`config.mk`:
```
export PLATFORM = sky130hd
export DESIGN_NAME = sys_tick_timer
export DESIGN_NICKNAME = d
export VERILOG_FILES = /design/src/rtl/systick_pkg.sv /design/src/rtl/st_decode.sv /design/src/rtl/st_count.sv /design/src/rtl/sys_tick_timer.sv
export SDC_FILE = /design/constraint.sdc
export NUM_CORES = 1
export LEC_CHECK = 0
export ABC_CLOCK_PERIOD_IN_PS = 2400
export CORE_MARGIN = 8
export CORE_UTILIZATION = 50
export DETAILED_ROUTE_END_ITERATION = 6
export PLACE_DENSITY = 0.91
export SLEW_MARGIN = 40
export SYNTH_ARGS = -nofsm -noshare
export SYNTH_HDL_FRONTEND = slang
export SYNTH_SLANG_ARGS = --single-unit
```
`constraint.sdc`:
```
create_clock -name clk -period 2.4 [get_ports clk]
set_input_delay 0.36 -clock clk [delete_from_list [all_inputs] [get_ports clk]]
set_output_delay 0.36 -clock clk [all_outputs]
set_load 0.05 [all_outputs]
```
`src/rtl/systick_pkg.sv`:
```
package systick_pkg;
  localparam logic [11:0] OFF_CTRL = 12'h010;
  localparam logic [11:0] OFF_LOAD = 12'h014;
  localparam logic [11:0] OFF_CUR  = 12'h018;
  localparam int          FLAG_POS = 16;
  localparam logic [31:0] CTRL_LEGAL = 32'h0001_0007;

  // assemble the visible control word
  function automatic logic [31:0] ctrl_word(input logic [2:0] lo, input logic flag);
    return 32'(lo) | (32'(flag) << FLAG_POS);
  endfunction

  // true when a control write touches reserved bits
  function automatic logic ctrl_bad(input logic [31:0] v);
    return |(v & ~CTRL_LEGAL);
  endfunction
endpackage

```
`src/rtl/st_decode.sv`:
```
module st_decode
  import systick_pkg::*;
#(
  parameter int AW    = 12,
  parameter int CNT_W = 24
) (
  input  logic          sel,
  input  logic          wr,
  input  logic [AW-1:0] addr,
  input  logic [31:0]   wdata,
  output logic          hit_ctrl,
  output logic          hit_load,
  output logic          hit_cur,
  output logic          wr_ctrl_ok,
  output logic          wr_load_ok,
  output logic          wr_cur,
  output logic          rd_ctrl,
  output logic          err
);
  logic load_bad;
  logic wcyc;

  assign hit_ctrl = (addr == AW'(OFF_CTRL));
  assign hit_load = (addr == AW'(OFF_LOAD));
  assign hit_cur  = (addr == AW'(OFF_CUR));
  assign wcyc     = sel & wr;
  assign load_bad = |(wdata >> CNT_W);

  assign wr_ctrl_ok = wcyc & hit_ctrl & ~ctrl_bad(wdata);
  assign wr_load_ok = wcyc & hit_load & ~load_bad;
  assign wr_cur     = wcyc & hit_cur;
  assign rd_ctrl    = sel & ~wr & hit_ctrl;
  assign err        = wcyc & ((hit_ctrl & ctrl_bad(wdata)) | (hit_load & load_bad));
endmodule

```
`src/rtl/st_count.sv`:
```
module st_count #(
  parameter int CNT_W = 24
) (
  input  logic             clk,
  input  logic             rst_n,
  input  logic             run,
  input  logic             clr,
  input  logic [CNT_W-1:0] reload,
  output logic [CNT_W-1:0] cur,
  output logic             wrap_evt,
  output logic             zero_evt
);
  localparam logic [CNT_W-1:0] ONE = CNT_W'(1);

  function automatic logic [CNT_W-1:0] step(input logic [CNT_W-1:0] c,
                                            input logic [CNT_W-1:0] r);
    return (c == '0) ? r : c - ONE;
  endfunction

  logic active;
  assign active   = run & ~clr;
  assign wrap_evt = active & (cur == '0);
  assign zero_evt = active & (cur == ONE);

  always_ff @(posedge clk or negedge rst_n) begin
    if (!rst_n)      cur <= '0;
    else if (clr)    cur <= '0;
    else if (run)    cur <= step(cur, reload);
  end


  dec_step_chk: assert property (@(posedge clk) disable iff (!rst_n)
    (run && !clr && cur != '0) |=> cur == $past(cur) - ONE);

  hold_chk: assert property (@(posedge clk) disable iff (!rst_n)
    (!run && !clr) |=> $stable(cur));

  wrap_load_chk: assert property (@(posedge clk) disable iff (!rst_n)
    wrap_evt |=> cur == $past(reload));

  clr_zero_chk: assert property (@(posedge clk) disable iff (!rst_n)
    clr |=> cur == '0);
endmodule

```
`src/rtl/sys_tick_timer.sv`:
```
module sys_tick_timer
  import systick_pkg::*;
#(
  parameter int CNT_W = 24,
  parameter int AW    = 12
) (
  input  logic          clk,
  input  logic          rst_n,
  input  logic          tick_en,
  input  logic          bus_sel,
  input  logic          bus_wr,
  input  logic [AW-1:0] bus_addr,
  input  logic [31:0]   bus_wdata,
  output logic [31:0]   bus_rdata,
  output logic          bus_err,
  output logic          irq
);
  logic             hit_ctrl, hit_load, hit_cur;
  logic             wr_ctrl_ok, wr_load_ok, wr_cur, rd_ctrl;
  logic [2:0]       ctrl_lo;
  logic             flag;
  logic [CNT_W-1:0] reload_q;
  logic [CNT_W-1:0] cur;
  logic             wrap_evt, zero_evt;
  logic             flag_clr;

  st_decode #(.AW(AW), .CNT_W(CNT_W)) u_dec (
    .sel(bus_sel), .wr(bus_wr), .addr(bus_addr), .wdata(bus_wdata),
    .hit_ctrl(hit_ctrl), .hit_load(hit_load), .hit_cur(hit_cur),
    .wr_ctrl_ok(wr_ctrl_ok), .wr_load_ok(wr_load_ok), .wr_cur(wr_cur),
    .rd_ctrl(rd_ctrl), .err(bus_err)
  );

  st_count #(.CNT_W(CNT_W)) u_cnt (
    .clk(clk), .rst_n(rst_n), .run(ctrl_lo[0] & tick_en), .clr(wr_cur),
    .reload(reload_q), .cur(cur), .wrap_evt(wrap_evt), .zero_evt(zero_evt)
  );

  assign flag_clr = rd_ctrl | wr_ctrl_ok | wr_cur;

  always_ff @(posedge clk or negedge rst_n) begin
    if (!rst_n) begin
      ctrl_lo  <= '0;
      flag     <= 1'b0;
      reload_q <= '0;
      irq      <= 1'b0;
    end else begin
      if (wr_ctrl_ok) ctrl_lo  <= bus_wdata[2:0];
      if (wr_load_ok) reload_q <= bus_wdata[CNT_W-1:0];
      if (zero_evt)      flag <= 1'b1;
      else if (flag_clr) flag <= 1'b0;
      irq <= wrap_evt & ctrl_lo[1];
    end
  end

  always_comb begin
    bus_rdata = '0;
    if (hit_ctrl)      bus_rdata = ctrl_word(ctrl_lo, flag);
    else if (hit_load) bus_rdata = 32'(reload_q);
    else if (hit_cur)  bus_rdata = 32'(cur);
  end


  ctrl_err_hold_chk: assert property (@(posedge clk) disable iff (!rst_n)
    (bus_err && hit_ctrl) |=> $stable(ctrl_lo));

  load_err_hold_chk: assert property (@(posedge clk) disable iff (!rst_n)
    (bus_err && hit_load) |=> $stable(reload_q));

  irq_source_chk: assert property (@(posedge clk) disable iff (!rst_n)
    irq |-> $past(wrap_evt && ctrl_lo[1]));

  flag_set_chk: assert property (@(posedge clk) disable iff (!rst_n)
    zero_evt |=> flag);

  err_write_only_chk: assert property (@(posedge clk) disable iff (!rst_n)
    bus_err |-> (bus_sel && bus_wr));
endmodule

```
-- Yosys cells after proc, flatten, opt, wreduce, memory -nomap -nowiden
Index checks and enable logic that the tools add are counted.
- bits in registers: 53
- logic and storage cells: 47
- add/sub/neg operators: 1
- eq/ne operators: 4
- muxes and demuxes: 8
- bitwise gates (word level): 24
- reductions and logical operators: 5
- operators with widths (operator ; number):
    24-bit 2-to-1 mux ; 6
    12-bit by 5-bit == test with 1-bit output (second input constant) ; 3
    28-bit OR reduction ; 1
    24-bit by 1-bit == test with 1-bit output (second input constant) ; 1
    24-bit logical NOT ; 1
    24-bit by 1-bit subtractor with 24-bit output (second input constant) ; 1
    3-bit by 17-bit OR with 17-bit output ; 1
    1-bit AND ; 16
    8-bit OR reduction ; 1
    1-bit inverter ; 4
    2-bit nonzero test ; 2
    1-bit OR ; 3
    1-bit 2-to-1 mux ; 2

-- Logic depth before layout (Yosys ltp)
- depth after elaboration: 7
- gate-level depth with buffers: 9
- depth with buffers taken out: 7

-- Cells and area by module
Synthesis repeated with hierarchy kept, for this count alone.
- cells, all modules: 396
- area, all modules: 3776.1 µm²
- by module, submodules not included (module ; instances ; cells each ; area an instance (µm²) ; sequential area each (µm²)):
    st_count ; 1 ; 211 ; 1809.2 ; 600.6
    sys_tick_timer ; 1 ; 158 ; 1735.4 ; 725.7
    st_decode ; 1 ; 27 ; 231.5 ; 0.0

-- Worst setup path before layout
OpenSTA, ideal clock, no wires.
- path kind: input port to output port
- start: input port bus_addr[7]
- end: output port bus_err
- data arrival time: 2.343 ns
- required time: 2.040 ns
- path slack: -0.303 ns
- stages on the path: 6
- path buffers: 1
- cell sequence: nor4_2 -> nand3_1 -> nor3b_2 -> clkbuf_1 -> a22oi_1 -> nor2_1
- cells in the longest elaborated chain, start to end: 4
- RTL lines (item ; line ; source):
    start, declared ; sys_tick_timer.sv:12 ; input logic [AW-1:0] bus_addr,
    12-bit by 5-bit == test with 1-bit output (on tied branches) ; st_decode.sv:23, st_decode.sv:24 ;
    1-bit AND ; st_decode.sv:33 ; assign err = wcyc & ((hit_ctrl & ctrl_bad(wdata)) | (hit_load & load_bad));
    1-bit OR (*) ; st_decode.sv:33 ;
    1-bit AND (*) ; st_decode.sv:33 ;
    end, declared ; sys_tick_timer.sv:15 ; output logic bus_err,
Mark *: on every way between the ends. The rest lies on a longest branch, timed or not.

-- Worst setup path in the final report
- start: input port bus_addr[3]
- end: output port bus_rdata[2]
- cells in the longest elaborated chain, start to end: 4
- RTL lines (item ; line ; source):
    12-bit by 5-bit == test with 1-bit output ; st_decode.sv:25 ; assign hit_cur = (addr == AW'(OFF_CUR));
    24-bit 2-to-1 mux ; sys_tick_timer.sv:60 ; else if (hit_cur) bus_rdata = 32'(cur);
    24-bit 2-to-1 mux ; sys_tick_timer.sv:59 ; else if (hit_load) bus_rdata = 32'(reload_q);
    24-bit 2-to-1 mux (*) ; sys_tick_timer.sv:58 ; if (hit_ctrl) bus_rdata = ctrl_word(ctrl_lo, flag);
    end, declared ; sys_tick_timer.sv:14 ; output logic [31:0] bus_rdata,
Marked as above.

==> flow_summary.ini <==
[run_status]
status = finished with violations
violations = design-rule violations, negative setup slack

[sta]
hold_violations = 0
worst_pin_slew_ns = 0.543
rsz0062_at_grt = yes
relSlewSlack_pct = 63.5
slew_violations = 0
final-setup-viol-count = 19
finalCriticalPeriod_ns = 2.49
postLayoutSetupSlackWorst_ns = -0.0933
fin_skew_ns = 0.00715
max_freq_mhz = 401
hold_slack_ns = 0.00318
period_share_pct = 104

[cts]
cts_buffers = 5
cts_num_sinks = 53
htreeDepth = 2
clk_pin_slew_ns = 0.10
cts_hold_buffers = 0
insertion_delay_ns = 0.32
cts_max_path_buffers = 2
cts_tree = done
cts-root-buf = clkbuf_8

[logic_synthesis]
seq_area_frac_synth_pct = 39.0
async_flop_share_pct = 100
synth_area_per_cell_sq_um = 9.67
ys_ff_latch = 53
syn_area_sq_um = 3400
synthFlopType = dfrtp_1
ys_warn_count = 0
synth_top_cell_by_area = dfrtp_1
yosysMostFrequentCell = dfrtp_1
yosys-top-cells-count = dfrtp_1, nand2_1, mux2_2, a22o_1, nor2_1
syn_inst = 352
synth-edff-count = 0
synth_top_area_share_pct = 39.0
ys_top_cells_by_area = dfrtp_1, mux2_2, a22o_1
ys_types = 61

[global_routing]
grt_util_all_layers_pct = 26.1
use_met3_pct = 6.13
grt_max_degree = 54
grt_pass1_vias = 3971
grt_util_met2_pct = 43.1
met1_usage_pct = 29.5
grt_overflow = 0
antenna_found_initial = 0
grt_pass1_wl_um = 20500
grt_busiest_layer = met2

[final_layout]
diodes = 0
instances_no_fill = 562
nFillCells = 378
nNetsFinal = 533
post-route-cell-area_sq_um = 5210
area_delta_synth_final_pct = 53.2
drive_above_1_share_pct = 35.7

[placement]
dp.cells = 528
place_area_sq_um = 4720
place_hpwl_um = 7990
dp_slack_ns = -0.230
portBuffers = 74
gp_congestion = 1.00

[die]
core_area_sq_um = 6680
die_y_um = 98.5
io-pin-count = 83
dieArea_sq_um = 9700
start_util_pct = 50.9
die_w_um = 98.5
row_count = 30

[route]
antenna_left = 0
post_drt_wl_per_cell_um = 25.2
routed_wl_um = 14200
route.detailed.drc = 2
viasPerCell = 7.05
vias = 3964
drtIter0Drc = 492
dr.pass1.iters = 7

[run]
max_cap_viol_count = 0

[worst_setup_path]
reg2reg_to = u_cnt.cur[22]$_DFFE_PN0P_
r2r_slack_ns = 0.09
crit_fanout = 6
endpoint_kind = output pin
required_ns = 2.04
critPathKind = in2out
r2r.worst_path.cells = 5
critPathLaunchType = input port
cp_data_arrival_time_ns = 2.13
reg2reg_from = u_cnt.cur[11]$_DFFE_PN0P_

[min_path]
hold_path_class = in2async

[pwr]
powerDensity_nw_per_um2 = 310
p_total_mw = 1.62
power.leakage_nw = 2.34
vdd_drop_max_uv = 232
==> logic make-up (layout without fill, tap and decap cells) <==
family                     count (synthesis)  after routing  synth area share [%]
AOI/OAI and AO/OA                         91             91                  19.4
adders and majority gates                  3              3                  1.10
buffers and inverters                     45            168                  6.73
DFF                                       53             53                  39.0
muxes                                     36             36                  11.5
other                                      1              8                 0.110
and+or+nand+nor                          123            123                  22.1
==> registers in the layout, summed over array words and instances, names as in the netlist <==
signal,count
reload_q,24
ctrl_lo,3
flag,1
irq,1
u_cnt.cur,24
==> cells in the final DEF (no fill, tap or decap), types with 5 or more instances in the layout <==
master | Yosys | layout
a21oi_1 | 15 | 14
a22o_1 | 19 | 13
a22o_4 | 0 | 6
buf_12 | 0 | 29
buf_4 | 10 | 56
buf_6 | 1 | 7
clkbuf_8 | 0 | 5
clkdlybuf4s50_1 | 0 | 23
conb_1 | 1 | 8
dfrtp_1 | 53 | 53
dlygate4sd2_1 | 0 | 16
inv_1 | 17 | 17
mux2_2 | 22 | 22
mux2i_1 | 10 | 10
nand2_1 | 24 | 23
nand3_1 | 13 | 11
nor2_1 | 18 | 16
nor3_1 | 12 | 9
nor4_1 | 16 | 10
nor4_2 | 3 | 6
nor4_4 | 2 | 5
o21ai_0 | 16 | 15
o22ai_1 | 8 | 8
or3_1 | 6 | 5
or4_1 | 5 | 5
==> per-layer routing <==
layer  up-vias  share of wire [%]
met4         0                7.4
met5         -                  0
met3       134                 11
li1       1591                  -
met1      1859                 34
met2       380                 48
==> critical path, cell delays in order <==
cell             delay, ns
clkdlybuf4s50_1       0.68
inv_1                 0.19
nor3_4                0.23
buf_6                 0.17
buf_6                 0.14
a222oi_1              0.08
inv_1                 0.13
buf_12                0.14
==> layout make-up <==
| cell class | count | area [sq um] | area share [%] |
|---|---|---|---|
| clock inverter | 2 | 13.8 | 0.264 |
| clock buffer | 6 | 72.6 | 1.39 |
| timing repair buffer | 143 | 1570 | 30.0 |
| multi-input combinational | 261 | 2070 | 39.7 |
| tap | 80 | 100 | 1.92 |
| inverter | 17 | 63.8 | 1.22 |
| sequential | 53 | 1330 | 25.4 |
==> per-stage QoR <==
step | util, % | setup TNS (ns)
floorplan | - | 0
global placement | 70.7 | -2.61
detailed placement | 70.7 | -6.23
CTS | 75.8 | 0
global route | 78.0 | -2.66
finish | 78.0 | -1.13
==> what timing repair did <==
item                                    4_1_cts  5_1_grt
endpoints found under the setup margin       25       46
endpoints found under the hold margin         0        0
gates cloned                                  2        0
buffers inserted                             20        5
gates resized for setup                      46       33
pin swaps                                    14       10
==> report_power, final <==
part	total, mW	internal, mW	switching, mW
clock network	0.540	0.209	0.331
logic	0.183	0.0868	0.0960
registers	0.894	0.893	0.000860
total	1.62	1.19	0.427
==> worst max-delay path by stage <==
stage / start / to / slack [ns] / cells past startpoint
5_1_grt: bus_addr[3] / bus_rdata[16] / -0.16 / 8
3_5_place_dp: bus_addr[1] / ctrl_lo[0]$_DFFE_PN0P_ / -0.23 / 8
2_1_floorplan: bus_addr[7] / bus_rdata[10] / 0.003 / 5
4_1_cts: bus_addr[6] / bus_rdata[16] / 0.01 / 10
6_report: bus_addr[3] / bus_rdata[2] / -0.09 / 8
3_3_place_gp: bus_addr[7] / ctrl_lo[2]$_DFFE_PN0P_ / -0.17 / 8
No activity file was read; power rests on OpenSTA's default activity.
